==> src/rtl/dram_refresh_pkg.sv <==
package dram_refresh_pkg;

   typedef enum logic [1:0] {
      CMD_DESEL = 2'd0,
      CMD_NOP   = 2'd1,
      CMD_PREA  = 2'd2,
      CMD_REF   = 2'd3
   } ref_cmd_e;

   typedef enum logic [2:0] {
      ST_IDLE     = 3'd0,
      ST_PREA     = 3'd1,
      ST_WAIT_RP  = 3'd2,
      ST_REF      = 3'd3,
      ST_WAIT_RFC = 3'd4
   } seq_state_e;

   typedef struct packed {
      logic cs_n;
      logic ras_n;
      logic cas_n;
      logic we_n;
      logic a10;
   } cmd_pins_t;

   localparam cmd_pins_t PINS_DESEL = '{cs_n: 1'b1, ras_n: 1'b1, cas_n: 1'b1, we_n: 1'b1, a10: 1'b0};

   function automatic cmd_pins_t encode_cmd(input ref_cmd_e c);
      cmd_pins_t p;
      case (c)
         CMD_NOP:  p = '{cs_n: 1'b0, ras_n: 1'b1, cas_n: 1'b1, we_n: 1'b1, a10: 1'b0};
         CMD_PREA: p = '{cs_n: 1'b0, ras_n: 1'b0, cas_n: 1'b1, we_n: 1'b0, a10: 1'b1};
         CMD_REF:  p = '{cs_n: 1'b0, ras_n: 1'b0, cas_n: 1'b0, we_n: 1'b1, a10: 1'b0};
         default:  p = PINS_DESEL;
      endcase
      return p;
   endfunction

endpackage

==> src/rtl/refi_timer.sv <==
module refi_timer #(
   parameter int TREFI_W       = 16,
   parameter int DEFAULT_TREFI = 780,
   parameter bit ZERO_DEFAULT  = 1'b1
) (
   input  logic               clk,
   input  logic               rst_n,
   input  logic [TREFI_W-1:0] cfg_trefi,
   output logic               tick_o
);

   logic [TREFI_W-1:0] period;
   logic [TREFI_W-1:0] cnt_q;

   generate
      if (ZERO_DEFAULT) begin : g_zero_default
         assign period = (cfg_trefi == '0) ? TREFI_W'(DEFAULT_TREFI) : cfg_trefi;
      end else begin : g_zero_one
         assign period = (cfg_trefi == '0) ? TREFI_W'(1) : cfg_trefi;
      end
   endgenerate

   assign tick_o = (cnt_q >= period - TREFI_W'(1));

   always_ff @(posedge clk or negedge rst_n) begin
      if (!rst_n)      cnt_q <= '0;
      else if (tick_o) cnt_q <= '0;
      else             cnt_q <= cnt_q + TREFI_W'(1);
   end

   // with a period above one cycle, ticks never come back to back
   assert_tick_spacing_R2: assert property (@(posedge clk) disable iff (!rst_n)
      (tick_o && period > TREFI_W'(1) && $stable(period)) |=> !tick_o);

endmodule

==> src/rtl/refresh_debt.sv <==
module refresh_debt #(
   parameter int MAX_DEBT = 8,
   localparam int DEBT_W  = $clog2(MAX_DEBT + 1)
) (
   input  logic clk,
   input  logic rst_n,
   input  logic tick_i,
   input  logic ref_i,
   output logic pending_o,
   output logic urgent_o
);

   logic [DEBT_W-1:0] debt_q;
   logic [DEBT_W-1:0] debt_d;
   logic              at_max;

   assign at_max = (debt_q == DEBT_W'(MAX_DEBT));

   always_comb begin
      debt_d = debt_q;
      unique case ({tick_i, ref_i})
         2'b10:   if (!at_max) debt_d = debt_q + DEBT_W'(1);
         2'b01:   if (debt_q != '0) debt_d = debt_q - DEBT_W'(1);
         default: debt_d = debt_q;
      endcase
   end

   always_ff @(posedge clk or negedge rst_n) begin
      if (!rst_n) debt_q <= '0;
      else        debt_q <= debt_d;
   end

   assign pending_o = (debt_q != '0);
   assign urgent_o  = at_max;

   // debt never climbs past its ceiling
   assert_debt_bound_R3: assert property (@(posedge clk) disable iff (!rst_n)
      debt_q <= DEBT_W'(MAX_DEBT));

   // the sequencer only refreshes against outstanding debt
   assert_ref_has_debt_R6: assert property (@(posedge clk) disable iff (!rst_n)
      ref_i |-> (debt_q != '0));

   // a tick at the ceiling without a refresh leaves debt at the ceiling
   assert_saturate_R3: assert property (@(posedge clk) disable iff (!rst_n)
      (at_max && tick_i && !ref_i) |=> urgent_o);

endmodule

==> src/rtl/refresh_seq.sv <==
module refresh_seq
   import dram_refresh_pkg::*;
#(
   parameter int NUM_BANKS = 4,
   parameter int TIMING_W  = 8,
   parameter int MAX_BURST = 8,
   localparam int BURST_W  = $clog2(MAX_BURST + 1)
) (
   input  logic                 clk,
   input  logic                 rst_n,
   input  logic                 pending_i,
   input  logic                 grant_i,
   input  logic [NUM_BANKS-1:0] banks_open_i,
   input  logic [TIMING_W-1:0]  cfg_trp,
   input  logic [TIMING_W-1:0]  cfg_trfc,
   output logic                 req_o,
   output logic                 busy_o,
   output logic                 ref_issue_o,
   output ref_cmd_e             cmd_o
);

   seq_state_e          state_q, state_d;
   logic [TIMING_W-1:0] wait_q, wait_d;
   logic [BURST_W-1:0]  burst_q, burst_d;
   logic [TIMING_W-1:0] trp_eff, trfc_eff;
   logic                keep_bus;

   assign trp_eff  = (cfg_trp  < TIMING_W'(2)) ? TIMING_W'(2) : cfg_trp;
   assign trfc_eff = (cfg_trfc < TIMING_W'(2)) ? TIMING_W'(2) : cfg_trfc;
   assign keep_bus = grant_i && pending_i && (burst_q < BURST_W'(MAX_BURST));

   always_comb begin
      state_d = state_q;
      wait_d  = wait_q;
      burst_d = burst_q;
      unique case (state_q)
         ST_IDLE: begin
            if (pending_i && grant_i) begin
               burst_d = '0;
               state_d = (|banks_open_i) ? ST_PREA : ST_REF;
            end
         end
         ST_PREA: begin
            wait_d  = trp_eff - TIMING_W'(2);
            state_d = ST_WAIT_RP;
         end
         ST_WAIT_RP: begin
            if (wait_q == '0) state_d = ST_REF;
            else              wait_d  = wait_q - TIMING_W'(1);
         end
         ST_REF: begin
            burst_d = burst_q + BURST_W'(1);
            wait_d  = trfc_eff - TIMING_W'(2);
            state_d = ST_WAIT_RFC;
         end
         ST_WAIT_RFC: begin
            if (wait_q == '0) state_d = keep_bus ? ST_REF : ST_IDLE;
            else              wait_d  = wait_q - TIMING_W'(1);
         end
         default: state_d = ST_IDLE;
      endcase
   end

   always_ff @(posedge clk or negedge rst_n) begin
      if (!rst_n) begin
         state_q <= ST_IDLE;
         wait_q  <= '0;
         burst_q <= '0;
      end else begin
         state_q <= state_d;
         wait_q  <= wait_d;
         burst_q <= burst_d;
      end
   end

   always_comb begin
      unique case (state_q)
         ST_IDLE:               cmd_o = CMD_DESEL;
         ST_PREA:               cmd_o = CMD_PREA;
         ST_REF:                cmd_o = CMD_REF;
         ST_WAIT_RP, ST_WAIT_RFC: cmd_o = CMD_NOP;
         default:               cmd_o = CMD_DESEL;
      endcase
   end

   assign busy_o      = (state_q != ST_IDLE);
   assign req_o       = pending_i && (state_q == ST_IDLE);
   assign ref_issue_o = (state_q == ST_REF);

   // cycles elapsed since the last precharge-all, saturating
   logic [TIMING_W-1:0] rp_age_q;
   always_ff @(posedge clk or negedge rst_n) begin
      if (!rst_n)                     rp_age_q <= '1;
      else if (state_q == ST_PREA)    rp_age_q <= TIMING_W'(1);
      else if (rp_age_q != '1)        rp_age_q <= rp_age_q + TIMING_W'(1);
   end

   // a refresh that follows a precharge wait honours the precharge time
   assert_rp_spacing_R4: assert property (@(posedge clk) disable iff (!rst_n)
      (state_q == ST_REF && $past(state_q) == ST_WAIT_RP) |-> (rp_age_q >= trp_eff));

   // one tenure never holds more refreshes than the burst limit
   assert_burst_limit_R8: assert property (@(posedge clk) disable iff (!rst_n)
      burst_q <= BURST_W'(MAX_BURST));

   // without debt the sequencer stays off the bus
   assert_grant_ignored_R10: assert property (@(posedge clk) disable iff (!rst_n)
      (state_q == ST_IDLE && !pending_i) |=> (state_q == ST_IDLE));

endmodule

==> src/rtl/refresh_cmd_out.sv <==
module refresh_cmd_out
   import dram_refresh_pkg::*;
#(
   parameter bit OUT_REG = 1'b0
) (
   input  logic      clk,
   input  logic      rst_n,
   input  ref_cmd_e  cmd_i,
   input  logic      busy_i,
   output cmd_pins_t pins_o,
   output logic      busy_o
);

   generate
      if (OUT_REG) begin : g_registered
         always_ff @(posedge clk or negedge rst_n) begin
            if (!rst_n) begin
               pins_o <= PINS_DESEL;
               busy_o <= 1'b0;
            end else begin
               pins_o <= encode_cmd(cmd_i);
               busy_o <= busy_i;
            end
         end
      end else begin : g_direct
         assign pins_o = encode_cmd(cmd_i);
         assign busy_o = busy_i;
      end
   endgenerate

   // the pins are deselected whenever the block does not own the bus
   assert_desel_when_free_R9: assert property (@(posedge clk) disable iff (!rst_n)
      !busy_o |-> pins_o.cs_n);

   // an owned bus always carries a selected command
   assert_selected_when_busy_R9: assert property (@(posedge clk) disable iff (!rst_n)
      busy_o |-> !pins_o.cs_n);

endmodule

==> src/rtl/dram_refresh_sched.sv <==
module dram_refresh_sched
   import dram_refresh_pkg::*;
#(
   parameter int NUM_BANKS     = 4,
   parameter int TREFI_W       = 16,
   parameter int TIMING_W      = 8,
   parameter int DEFAULT_TREFI = 780,
   parameter bit ZERO_DEFAULT  = 1'b1,
   parameter int MAX_DEBT      = 8,
   parameter int MAX_BURST     = 8,
   parameter bit OUT_REG       = 1'b0
) (
   input  logic                 clk,
   input  logic                 rst_n,
   input  logic [TREFI_W-1:0]   cfg_trefi,
   input  logic [TIMING_W-1:0]  cfg_trp,
   input  logic [TIMING_W-1:0]  cfg_trfc,
   input  logic [NUM_BANKS-1:0] banks_open,
   output logic                 ref_req,
   output logic                 ref_urgent,
   input  logic                 ref_grant,
   output logic                 ref_busy,
   output logic                 cmd_cs_n,
   output logic                 cmd_ras_n,
   output logic                 cmd_cas_n,
   output logic                 cmd_we_n,
   output logic                 cmd_a10
);

   generate
      if (NUM_BANKS < 1)     begin : g_bad_banks $error("NUM_BANKS must be at least 1"); end
      if (TIMING_W < 2)      begin : g_bad_tw    $error("TIMING_W must be at least 2"); end
      if (MAX_DEBT < 1)      begin : g_bad_debt  $error("MAX_DEBT must be at least 1"); end
      if (MAX_BURST < 1)     begin : g_bad_burst $error("MAX_BURST must be at least 1"); end
      if (DEFAULT_TREFI < 2 || DEFAULT_TREFI >= (1 << TREFI_W))
                             begin : g_bad_refi  $error("DEFAULT_TREFI out of range"); end
   endgenerate

   logic      tick;
   logic      pending;
   logic      ref_issue;
   logic      seq_busy;
   ref_cmd_e  seq_cmd;
   cmd_pins_t pins;

   refi_timer #(
      .TREFI_W      (TREFI_W),
      .DEFAULT_TREFI(DEFAULT_TREFI),
      .ZERO_DEFAULT (ZERO_DEFAULT)
   ) timer_i (
      .clk      (clk),
      .rst_n    (rst_n),
      .cfg_trefi(cfg_trefi),
      .tick_o   (tick)
   );

   refresh_debt #(
      .MAX_DEBT(MAX_DEBT)
   ) debt_i (
      .clk      (clk),
      .rst_n    (rst_n),
      .tick_i   (tick),
      .ref_i    (ref_issue),
      .pending_o(pending),
      .urgent_o (ref_urgent)
   );

   refresh_seq #(
      .NUM_BANKS(NUM_BANKS),
      .TIMING_W (TIMING_W),
      .MAX_BURST(MAX_BURST)
   ) seq_i (
      .clk         (clk),
      .rst_n       (rst_n),
      .pending_i   (pending),
      .grant_i     (ref_grant),
      .banks_open_i(banks_open),
      .cfg_trp     (cfg_trp),
      .cfg_trfc    (cfg_trfc),
      .req_o       (ref_req),
      .busy_o      (seq_busy),
      .ref_issue_o (ref_issue),
      .cmd_o       (seq_cmd)
   );

   refresh_cmd_out #(
      .OUT_REG(OUT_REG)
   ) out_i (
      .clk   (clk),
      .rst_n (rst_n),
      .cmd_i (seq_cmd),
      .busy_i(seq_busy),
      .pins_o(pins),
      .busy_o(ref_busy)
   );

   assign cmd_cs_n  = pins.cs_n;
   assign cmd_ras_n = pins.ras_n;
   assign cmd_cas_n = pins.cas_n;
   assign cmd_we_n  = pins.we_n;
   assign cmd_a10   = pins.a10;

   // pin-level refresh spacing monitor
   logic                ref_on_pins;
   logic                ref_seen_q;
   logic [TIMING_W-1:0] since_ref_q;

   assign ref_on_pins = !cmd_cs_n && !cmd_ras_n && !cmd_cas_n && cmd_we_n;

   always_ff @(posedge clk or negedge rst_n) begin
      if (!rst_n) begin
         ref_seen_q  <= 1'b0;
         since_ref_q <= '0;
      end else if (ref_on_pins) begin
         ref_seen_q  <= 1'b1;
         since_ref_q <= TIMING_W'(1);
      end else if (since_ref_q != '1) begin
         since_ref_q <= since_ref_q + TIMING_W'(1);
      end
   end

   // refreshes on the pins are at least the refresh cycle time apart
   assert_rfc_spacing_R7: assert property (@(posedge clk) disable iff (!rst_n)
      (ref_on_pins && ref_seen_q) |-> (since_ref_q >= cfg_trfc));

   // urgency never appears without outstanding debt
   assert_urgent_pending_R3: assert property (@(posedge clk) disable iff (!rst_n)
      ref_urgent |-> (ref_req || ref_busy));

endmodule

==> config.mk <==
export PLATFORM = sky130hd
export DESIGN_NAME = dram_refresh_sched
export DESIGN_NICKNAME = d
export VERILOG_FILES = /design/src/rtl/dram_refresh_pkg.sv /design/src/rtl/refi_timer.sv /design/src/rtl/refresh_debt.sv /design/src/rtl/refresh_seq.sv /design/src/rtl/refresh_cmd_out.sv /design/src/rtl/dram_refresh_sched.sv
export SDC_FILE = /design/constraint.sdc
export NUM_CORES = 1
export LEC_CHECK = 0
export ABC_CLOCK_PERIOD_IN_PS = 3250
export CORE_ASPECT_RATIO = 0.9
export CORE_MARGIN = 1
export CORE_UTILIZATION = 50
export DETAILED_ROUTE_END_ITERATION = 16
export PLACE_DENSITY = 0.75
export SYNTH_ARGS = -nofsm -noshare
export SYNTH_HDL_FRONTEND = slang
export SYNTH_SLANG_ARGS = --single-unit
==> constraint.sdc <==
create_clock -name clk -period 3.25 [get_ports clk]
set_input_delay 0.8125 -clock clk [delete_from_list [all_inputs] [get_ports clk]]
set_output_delay 0.8125 -clock clk [all_outputs]
set_load 0.005 [all_outputs]
==> results of run 1 <==
==> flip-flops by register name (all words and copies together), names as in the netlist <==
signal         flops
timer_i.cnt_q     16
seq_i.wait_q       8
debt_i.debt_q      4
seq_i.burst_q      4
seq_i.state_q      3
==> area by class of cell <==
cell class / count / area share
tap: 70 / 0.0200
multi-input combinational: 293 / 0.518
inverter: 16 / 0.0160
clock inverter: 1 / 0.00172
sequential: 35 / 0.200
clock buffer: 7 / 0.0220
timing repair buffer: 109 / 0.221
==> how the worst max path moves through the flow <==
| stage | from | endpoint | slack [ps] | cells after the start |
|---|---|---|---|---|
| final | cfg_trefi[4] | debt_i.debt_q[3]$_DFFE_PN0P_ | -1300 | 19 |
| after global routing | cfg_trefi[10] | debt_i.debt_q[3]$_DFFE_PN0P_ | -1490 | 19 |
| after CTS | cfg_trefi[0] | debt_i.debt_q[3]$_DFFE_PN0P_ | -1320 | 21 |
| after detailed placement | cfg_trefi[1] | debt_i.debt_q[3]$_DFFE_PN0P_ | -2010 | 21 |
| after global placement | cfg_trefi[1] | debt_i.debt_q[3]$_DFFE_PN0P_ | -1830 | 21 |
| after floorplan | cfg_trefi[5] | debt_i.debt_q[3]$_DFFE_PN0P_ | -1450 | 19 |
==> cell families (layout without fill, tap and decap cells) <==
group	after synthesis	after routing	share of synthesized area
AOI/OAI and AO/OA	83	83	0.175
xor gates and xnor gates	34	34	0.0977
adders and majority gates	27	27	0.113
buffers and inverters	28	133	0.0357
DFF	35	35	0.287
muxes	12	12	0.0407
and+or+nand+nor	137	137	0.250
==> layer usage <==
metal	up-vias	GRT usage
met5	-	0
met4	0	0.0672
met3	14	0.0347
met2	86	0.415
met1	1514	0.371
li1	1523	-
==> metrics by stage <==
step | hold WS (ps) | setup TNS, ps | instances | utilization | area (sq um)
6_report | 529 | -13380 | 531 | 0.755 | 4370
5_1_grt | 581 | -15590 | 531 | 0.755 | 4370
4_1_cts | 527 | -10660 | 514 | 0.708 | 4100
3_5_place_dp | 508 | -23820 | 505 | 0.675 | 3910
3_3_place_gp | 515 | -21920 | 505 | 0.675 | 3910
2_1_floorplan | 474 | -13320 | 356 | - | 3080
==> synth_stat cells, drive strengths merged (4+ instances only) <==
cell type,count
inv,15
a21o,5
ha,26
mux2i,9
a2111oi,4
buf,4
nor3,14
nand3,7
dfrtp,35
xnor2,22
o21ai,18
or4,6
nand4,9
nor4,12
nor2,28
nand2,34
nor2b,4
xor2,12
clkbuf,8
a21oi,30
==> report_power, final <==
group	switching, W	internal [W]
registers	0.000219	0.000578
logic	0.000746	0.000709
clock network	0.000176	0.000193
total	0.00114	0.00148
==> critical path: cells and delay by family <==
| kind | cells | cell delay (ps) |
|---|---|---|
| AOI/OAI and AO/OA | 7 | 1450 |
| adders and majority gates | 3 | 690 |
| and+or+nand+nor | 5 | 1300 |
| buffers and inverters | 1 | 90 |
| xor gates and xnor gates | 3 | 380 |
==> timing repair <==
action / CTS / global route
pin swaps: 21 / 31
setup buffers: 2 / 18
endpoints found under the setup margin: 20 / 20
gates resized for setup: 47 / 46
==> results.cfg, run 1 <==
[clock_network]
clock_sink_count = 35
cts_buffers = 5
cts_tree = yes
holdBufCountCts = 0
htree_levels = 2
insertion_delay_ps = 300
clk_pin_slew_worst_paths_ps = 80
cts_root_buf = clkbuf_8
ctsLongestPathBuffers = 2

[timing]
max_freq_mhz = 220
period_share = 1.40
final_max_slew_viol_count = 0
period_minus_slack_ps = 4550
final-setup-viol-count = 20
relSlewSlack = 0.586
setup_ws_ps = -1300
final.setup_skew_ps = 9.51
grt_setup_unrepaired = true
hold_viol_final = 0
tightest_slew_ps = 621

[hold_path]
worstHoldPathType = flop to flop
hold_end = seq_i.burst_q[3]$_DFFE_PN0P_
whs_path_depth = 1
hold_start = seq_i.burst_q[3]$_DFFE_PN0P_

[synth]
syn_area_per_cell_sq_um = 8.56
synth_top_area_share = 0.287
syn_nets = 422
synth_cell_types = 59
synth-async-reset-ratio = 1.00
ys_ff_latch = 35
yosysSeqAreaShare = 0.287
ys.flop_type = dfrtp_1
synth_edf_count = 0
synthTopCellsByArea = dfrtp_1 29%, ha_1 11%, xnor2_1 6.3%
syn_inst = 356
synth.largest_area_cell = dfrtp_1
syn_area_sq_um = 3050
yosysWarningCount = 0

[route]
route.detailed.drc = 2
wl_per_cell_um = 16.5
topRoutingLayerUsed = met4
dr_wl_met2_um = 4230
wl_met1_um = 4000
drtIter0Drc = 203
routed_wl_um = 8760
drt-pass1-iter-count = 10
vias = 3137
met3_length_um = 415
routed_via_density = 5.91
postRouteAntennaNets = 0

[placed_design]
place_congestion = 0.865
place_ws_ps = -2010
place_hpwl_um = 5990
io_buffers = 46

[die]
coreArea_sq_um = 5790
pin_count = 47
rows = 26
die_y_um = 76.1
start_util = 0.526
die_w_um = 84.3
fp.dieArea_sq_um = 6410

[global_route]
grt_max_degree = 36
grt_pass1_wl_um = 13600
grt.total_usage = 0.260
antenna_found_initial = 0
grt.overflow.total = 0
grt_pass1_vias = 2906

[power]
power_w = 0.00262
ir_drop_uv = 520
p_leak_nw = 1.93
powerDensity_nw_per_um2 = 599

[critical_path]
cp_common_cell = xnor2_1
worstSetupStartpointType = primary input
reg2reg_slack_ps = 210
worstPathMaxFanout = 3
slowest_delay_ps = 520
crit_slowest_cell = or4_4
crit-reg2reg-launch = timer_i.cnt_q[5]$_DFF_PN0_
reg2reg_to = debt_i.debt_q[3]$_DFFE_PN0P_
cp_data_arrival_time_ps = 4740
path_class = primary input to flop
rr_worst_depth = 13
worstSetupEndpointType = flop
path_cells = buf_6 > or4_4 > or4_4 > nor2b_4 > nor3_2 > xnor2_1 > ha_1 > a211o_1 > a21oi_1 > o21ai_1 > a2111o_1 > a21boi_2 > ha_4 > ha_4 > a21o_1 > a21oi_2 > xnor2_1 > nor2_1 > xnor2_1
cp.required_ps = 3440

[layout]
fillers = 402
multiInputGateArea_sq_um = 2270
mostFrequentLayoutCell = buf_4
layout_common_cells = 49 x buf_4, 35 x dfrtp_1, 35 x clkdlybuf4s50_1, 28 x nor2_1, 26 x nand2_1
layout-drive-gt1-share = 0.291
regArea_sq_um = 876
diodes = 0
final_nets = 526
syn_to_final_growth_pct = 43.5

[status]
outcome = complete, but fails checks
violations = design-rule violations, negative setup slack

[flow_run]
cap_violations = 0
Power figures use the tool's default switching activity.
==> run 2, diff against run 1 <==
--- a/config.mk
+++ b/config.mk
@@ -9,8 +9,10 @@
 export CORE_ASPECT_RATIO = 0.9
 export CORE_MARGIN = 1
 export CORE_UTILIZATION = 50
+export CTS_BUF_LIST = sky130_fd_sc_hd__clkbuf_8 sky130_fd_sc_hd__clkbuf_16
 export DETAILED_ROUTE_END_ITERATION = 16
 export PLACE_DENSITY = 0.75
+export SETUP_SLACK_MARGIN = 0.3
 export SYNTH_ARGS = -nofsm -noshare
 export SYNTH_HDL_FRONTEND = slang
 export SYNTH_SLANG_ARGS = --single-unit
==> run 2 against run 1 <==
  * The flow still finishes with violations (design-rule violations, negative setup slack)
  * Register-to-register slack is essentially flat
  * Clock skew is essentially flat
  * Core utilization shrank 0.80 points
  * Global-route usage grew 0.86 points
  * Largest cell class unchanged
==> results.cfg, run 2 (same netlist as run 1, synthesis figures left out) <==
[placed_design]
placed_area_sq_um = 3910
place_hpwl_um = 5990
place_congestion = 0.865
io_buffers = 46
place_ws_ps = -2010

[layout]
diodes = 0
postLayoutCellArea_sq_um = 4330
top_regs = timer_i.cnt_q x16, seq_i.wait_q x8
layout-drive-gt1-share = 0.272
mostFrequentLayoutCell = buf_4
fillers = 419
top_register = timer_i.cnt_q
syn_to_final_growth_pct = 42.0
layout_common_cells = 47 x buf_4, 35 x dfrtp_1, 35 x clkdlybuf4s50_1, 34 x nand2_1, 28 x nor2_1
largest_reg_flops = 16
final_nets = 517

[status]
outcome = complete, but fails checks
violations = design-rule violations, negative setup slack

[global_route]
antenna_found_initial = 0
grt_max_degree = 36
grt_pass1_wl_um = 14000
grt.overflow.total = 0
grt.total_usage = 0.268
grt_pass1_vias = 2982

[hold_path]
worstHoldPathType = flop to flop
hold_start = seq_i.burst_q[3]$_DFFE_PN0P_

[critical_path]
worstSetupEndpointType = flop
cp-startpoint = cfg_trefi[6]
cp_common_cell = xnor2_1
cp_data_arrival_time_ps = 4750
cp.required_ps = 3430
crit_slowest_cell = or4_4
critPathBufInv = 1
worstPathMaxFanout = 3
crit-reg2reg-launch = timer_i.cnt_q[5]$_DFF_PN0_
cp_top_family = compound AO/OA/AOI/OAI gates
path_cells = buf_2 > or4_4 > or4_4 > nor2b_4 > nor3_2 > xnor2_1 > ha_1 > a211o_1 > a21oi_1 > o21ai_1 > a2111o_1 > a21boi_2 > ha_4 > ha_4 > a21o_1 > a21oi_2 > xnor2_1 > nor2_1 > xnor2_1
worstSetupStartpointType = primary input
path_class = primary input to flop
slowest_delay_ps = 520

[clock_network]
ctsLongestPathBuffers = 2
cts_buffers = 5
clock_sink_count = 35
cts_root_buf = clkbuf_8
insertion_delay_ps = 290
htree_levels = 2
holdBufCountCts = 0
clk_pin_slew_worst_paths_ps = 80
cts_tree = yes

[route]
drtIter0Drc = 206
vias = 3115
routed_wl_um = 8760
drt-pass1-iter-count = 11
routed_via_density = 5.97
postRouteAntennaNets = 0
route.detailed.drc = 2
wl_per_cell_um = 16.8

[power]
ir_drop_uv = 528
p_leak_nw = 1.89
power_w = 0.00263
powerDensity_nw_per_um2 = 608

[timing]
period_share = 1.40
tightest_slew_ps = 615
setup_ws_ps = -1310
whs_ps = 532
final.setup_skew_ps = 10.0
period_minus_slack_ps = 4560
relSlewSlack = 0.590
max_freq_mhz = 219
final-setup-viol-count = 20
tns_ps = -13260
grt_setup_unrepaired = true
hold_viol_final = 0
final_max_slew_viol_count = 0

[flow_run]
cap_violations = 0

[die]
coreArea_sq_um = 5790
die_w_um = 84.3
pin_count = 47
die_y_um = 76.1
rows = 26
start_util = 0.526
fp.dieArea_sq_um = 6410
## run 2: cell types whose count changed in the layout (fill, tap and decap cells not counted), moves of 2 or more
cell	delta
a21oi_1	-6
a21oi_2	+2
a21oi_4	+4
buf_4	-2
buf_6	-8
nand2_1	+8
nand2_2	-7
## run 2: worst paths after layout
check                                                to  slack [ps]  depth (start not counted)
setup reg to reg           debt_i.debt_q[3]$_DFFE_PN0P_         200                         13
hold / removal             seq_i.burst_q[3]$_DFFE_PN0P_         530                          1
max in group asynchronous    timer_i.cnt_q[1]$_DFF_PN0_        1990                          2
setup / recovery           debt_i.debt_q[3]$_DFFE_PN0P_       -1310                         19
hold reg to reg            seq_i.burst_q[3]$_DFFE_PN0P_         530                          1
min in group asynchronous   seq_i.wait_q[2]$_DFFE_PN0P_         930                          2
## run 2: cell type report
type / count / area [sq um] / area share
repair buffers: 100 / 901 / 0.208
well taps: 70 / 87.6 / 0.0202
clock inverters: 1 / 7.51 / 0.00174
flip-flops and latches: 35 / 876 / 0.202
inverters: 16 / 65.1 / 0.0150
multi-input cells: 293 / 2290 / 0.530
clock buffers: 7 / 96.3 / 0.0223
## run 2: metrics by stage
step,util,std cells
5_1_grt,0.747,522
3_5_place_dp,0.675,505
3_3_place_gp,0.675,505
4_1_cts,0.721,516
6_report,0.747,522
2_1_floorplan,-,356
## run 2: repair_timing
item                                    in CTS  in global routing
gates cloned                                 1                  0
endpoints found under the setup margin      20                 23
pin swaps                                   22                 26
resized for setup                           57                 28
setup buffers                                2                  6
## run 2: per-layer routing
metal | vias to the layer above | track usage | share of wire
li1 | 1503 | - | -
met1 | 1486 | 0.374 | 0.45
met2 | 107 | 0.439 | 0.49
met3 | 19 | 0.0358 | 0.049
met4 | 0 | 0.0707 | 0.018
met5 | - | 0 | 0
## run 2: report_power, final
| part | leakage (nW) | internal (W) | total (W) | switching, W |
|---|---|---|---|---|
| Sequential | 0.448 | 0.000578 | 0.000796 | 0.000217 |
| Clock | 0.0505 | 0.000193 | 0.000362 | 0.000169 |
| Combinational | 1.39 | 0.000718 | 0.00147 | 0.000757 |
==> run 3, diff against run 2 <==
--- a/config.mk
+++ b/config.mk
@@ -8,10 +8,9 @@
 export ABC_CLOCK_PERIOD_IN_PS = 3250
 export CORE_ASPECT_RATIO = 0.9
 export CORE_MARGIN = 1
-export CORE_UTILIZATION = 50
-export CTS_BUF_LIST = sky130_fd_sc_hd__clkbuf_8 sky130_fd_sc_hd__clkbuf_16
+export CORE_UTILIZATION = 55
 export DETAILED_ROUTE_END_ITERATION = 16
-export PLACE_DENSITY = 0.75
+export PLACE_DENSITY = 0.81
 export SETUP_SLACK_MARGIN = 0.3
 export SYNTH_ARGS = -nofsm -noshare
 export SYNTH_HDL_FRONTEND = slang
==> run 3 against run 2 <==
  * The flow finishes with violations (negative setup slack)
  * Non-clock buffer count rose by 3
  * Hold slack improved by 0.62 ps
  * Final area rose by 0.43%
  * Routed wire length rose by 8.2%
  * Via count rose by 6.0%
  * Clock-buffer cell count did not move
  * Final cell count did not move
  * Total power barely moved
  * Combinational power barely moved
  * Critical path type unchanged
  * Largest cell class unchanged
==> results.cfg, run 3 (same netlist as run 1, synthesis figures left out) <==
[status]
outcome = complete, but fails checks
violations = negative setup slack

[global_route]
antenna_found_initial = 0
grt.overflow.total = 0
grt_max_degree = 36
grt_util_met2 = 0.516
grtUsageMet3 = 0.0588
grt_pass1_wl_um = 14100
grt_pass1_vias = 2997
grt.total_usage = 0.310
gr-usage-met1 = 0.404
top_usage_layer = met2

[power]
clock_power_share = 0.122
powerDensity_nw_per_um2 = 605
power_frac_comb = 0.568
power_w = 0.00263
ir_drop_uv = 521
p_leak_nw = 1.91
p_seq_frac = 0.311
p_switching_w = 0.00117
internal-power_w = 0.00146
swShare = 0.446

[timing]
setup_ws_ps = -1330
period_share = 1.41
final-setup-viol-count = 20
final_max_slew_viol_count = 0
period_minus_slack_ps = 4580
hold_viol_final = 0
tightest_slew_ps = 693
max_freq_mhz = 219
grt_setup_unrepaired = true
relSlewSlack = 0.534
final.setup_skew_ps = 11.3

[die]
pin_count = 47
die_w_um = 80.5
start_util = 0.576
die_y_um = 72.6
fp.dieArea_sq_um = 5840
rows = 25
coreArea_sq_um = 5290

[placed_design]
place_hpwl_um = 6110
io_buffers = 46
place_ws_ps = -1930
place_congestion = 0.845
placed_area_sq_um = 3890

[clock_network]
cts_root_buf = clkbuf_8
cts_tree = yes
cts_buffers = 5
clock_sink_count = 35
ctsLongestPathBuffers = 2
htree_levels = 2
holdBufCountCts = 0
insertion_delay_ps = 290
clk_pin_slew_worst_paths_ps = 80

[layout]
final_nets = 520
fillers = 303
fin_util = 0.822
top_regs = timer_i.cnt_q x16, seq_i.wait_q x8
regArea_sq_um = 877
mostFrequentLayoutCell = buf_4
multiInputGateArea_sq_um = 2300
layout_common_cells = 50 x buf_4, 35 x clkdlybuf4s50_1, 34 x dfrtp_1, 33 x nand2_1, 28 x nor2_1
largest_reg_flops = 16
postLayoutCellArea_sq_um = 4350
diodes = 0
syn_to_final_growth_pct = 42.6
layout-drive-gt1-share = 0.284
top_register = timer_i.cnt_q

[critical_path]
crit-reg2reg-launch = timer_i.cnt_q[5]$_DFF_PN0_
path_class = primary input to flop
reg2reg_to = debt_i.debt_q[3]$_DFFE_PN0P_
worstPathMaxFanout = 2
rr_worst_depth = 13
worstSetupEndpointType = flop
cp.required_ps = 3430
cp_data_arrival_time_ps = 4750
reg2reg_slack_ps = 180
cp-startpoint = cfg_trefi[6]
worstSetupStartpointType = primary input
endpoint = debt_i.debt_q[3]$_DFFE_PN0P_

[route]
routed_wl_um = 9470
routed_via_density = 6.33
drtIter0Drc = 232
route.detailed.drc = 0
drt-pass1-iter-count = 5
vias = 3303
wl_per_cell_um = 18.1
postRouteAntennaNets = 0

[hold_path]
worstHoldPathType = flop to flop

[flow_run]
cap_violations = 0
==> run 3: cell types whose count changed in the layout (fill, tap and decap cells not counted), sizes merged <==
cell           delta
buf               +2
clkinvlp          -1
clkbuf            -1
clkdlybuf4s15     +2
clkinv            +1
bufbuf            +1
dlygate4sd2       -1
==> run 3: area by class of cell <==
cell class              count  area share
clock buffers               7      0.0176
clock inverters             1     0.00115
inverters                  16      0.0155
multi-input cells         293       0.529
flip-flops and latches     35       0.202
well taps                  67      0.0193
repair buffers            103       0.216
==> run 3: stage by stage <==
| stage | hold slack [ps] | setup TNS (ps) | std cells |
|---|---|---|---|
| 3_3_place_gp | 519 | -21880 | 500 |
| 3_5_place_dp | 513 | -23750 | 500 |
| 2_1_floorplan | 474 | -13320 | 356 |
| 4_1_cts | 523 | -12620 | 515 |
| 5_1_grt | 577 | -17050 | 522 |
| 6_report | 533 | -15310 | 522 |
==> run 3: power groups by stage <==
stage / Sequential [W] / Clock [W] / Combinational [W]
after floorplan: 0.000709 / 0 / 0.000899
after global placement: 0.000794 / 0 / 0.00126
after detailed placement: 0.000801 / 0 / 0.00132
after CTS: 0.000796 / 0.000313 / 0.00136
after global routing: 0.000843 / 0.000346 / 0.00163
final: 0.000817 / 0.000320 / 0.00149
==> run 3: critical path: stages <==
cell and delay, ps:
buf_6 90, or4_4 520, or4_4 520, nor2b_4 150
nor3_2 50, xnor2_1 120, ha_1 300, a211o_1 280
a21oi_2 120, o21ai_2 80, a2111o_1 460, a21boi_2 150
ha_2 230, ha_4 210, a21o_1 190, a21oi_2 150
xnor2_1 130, nor2_1 70, xnor2_1 120
==> run 3: layer usage <==
| metal | wire, um | vias to the layer above |
|---|---|---|
| met3 | 543 | 34 |
| met5 | 0 | - |
| met2 | 4560 | 142 |
| li1 | - | 1512 |
| met1 | 4030 | 1615 |
| met4 | 338 | 0 |
==> run 3: how the worst min path moves through the flow <==
stage                                             from                      endpoint  slack (ps)  depth (start not counted)
after floorplan           seq_i.burst_q[3]$_DFFE_PN0P_  seq_i.burst_q[3]$_DFFE_PN0P_         470                          1
after global placement    seq_i.burst_q[3]$_DFFE_PN0P_  seq_i.burst_q[3]$_DFFE_PN0P_         520                          1
after detailed placement  seq_i.burst_q[3]$_DFFE_PN0P_  seq_i.burst_q[3]$_DFFE_PN0P_         510                          1
after CTS                 seq_i.burst_q[3]$_DFFE_PN0P_  seq_i.burst_q[3]$_DFFE_PN0P_         520                          1
after global routing        timer_i.cnt_q[0]$_DFF_PN0_    timer_i.cnt_q[0]$_DFF_PN0_         580                          2
final                     seq_i.burst_q[3]$_DFFE_PN0P_  seq_i.burst_q[3]$_DFFE_PN0P_         530                          1
==> run 3: timing repair <==
item                                    in CTS  in global routing
cloned                                       1                  0
gates resized for setup                     53                 36
setup buffers                                6                  7
pin swaps                                   23                 25
endpoints found under the setup margin      20                 22
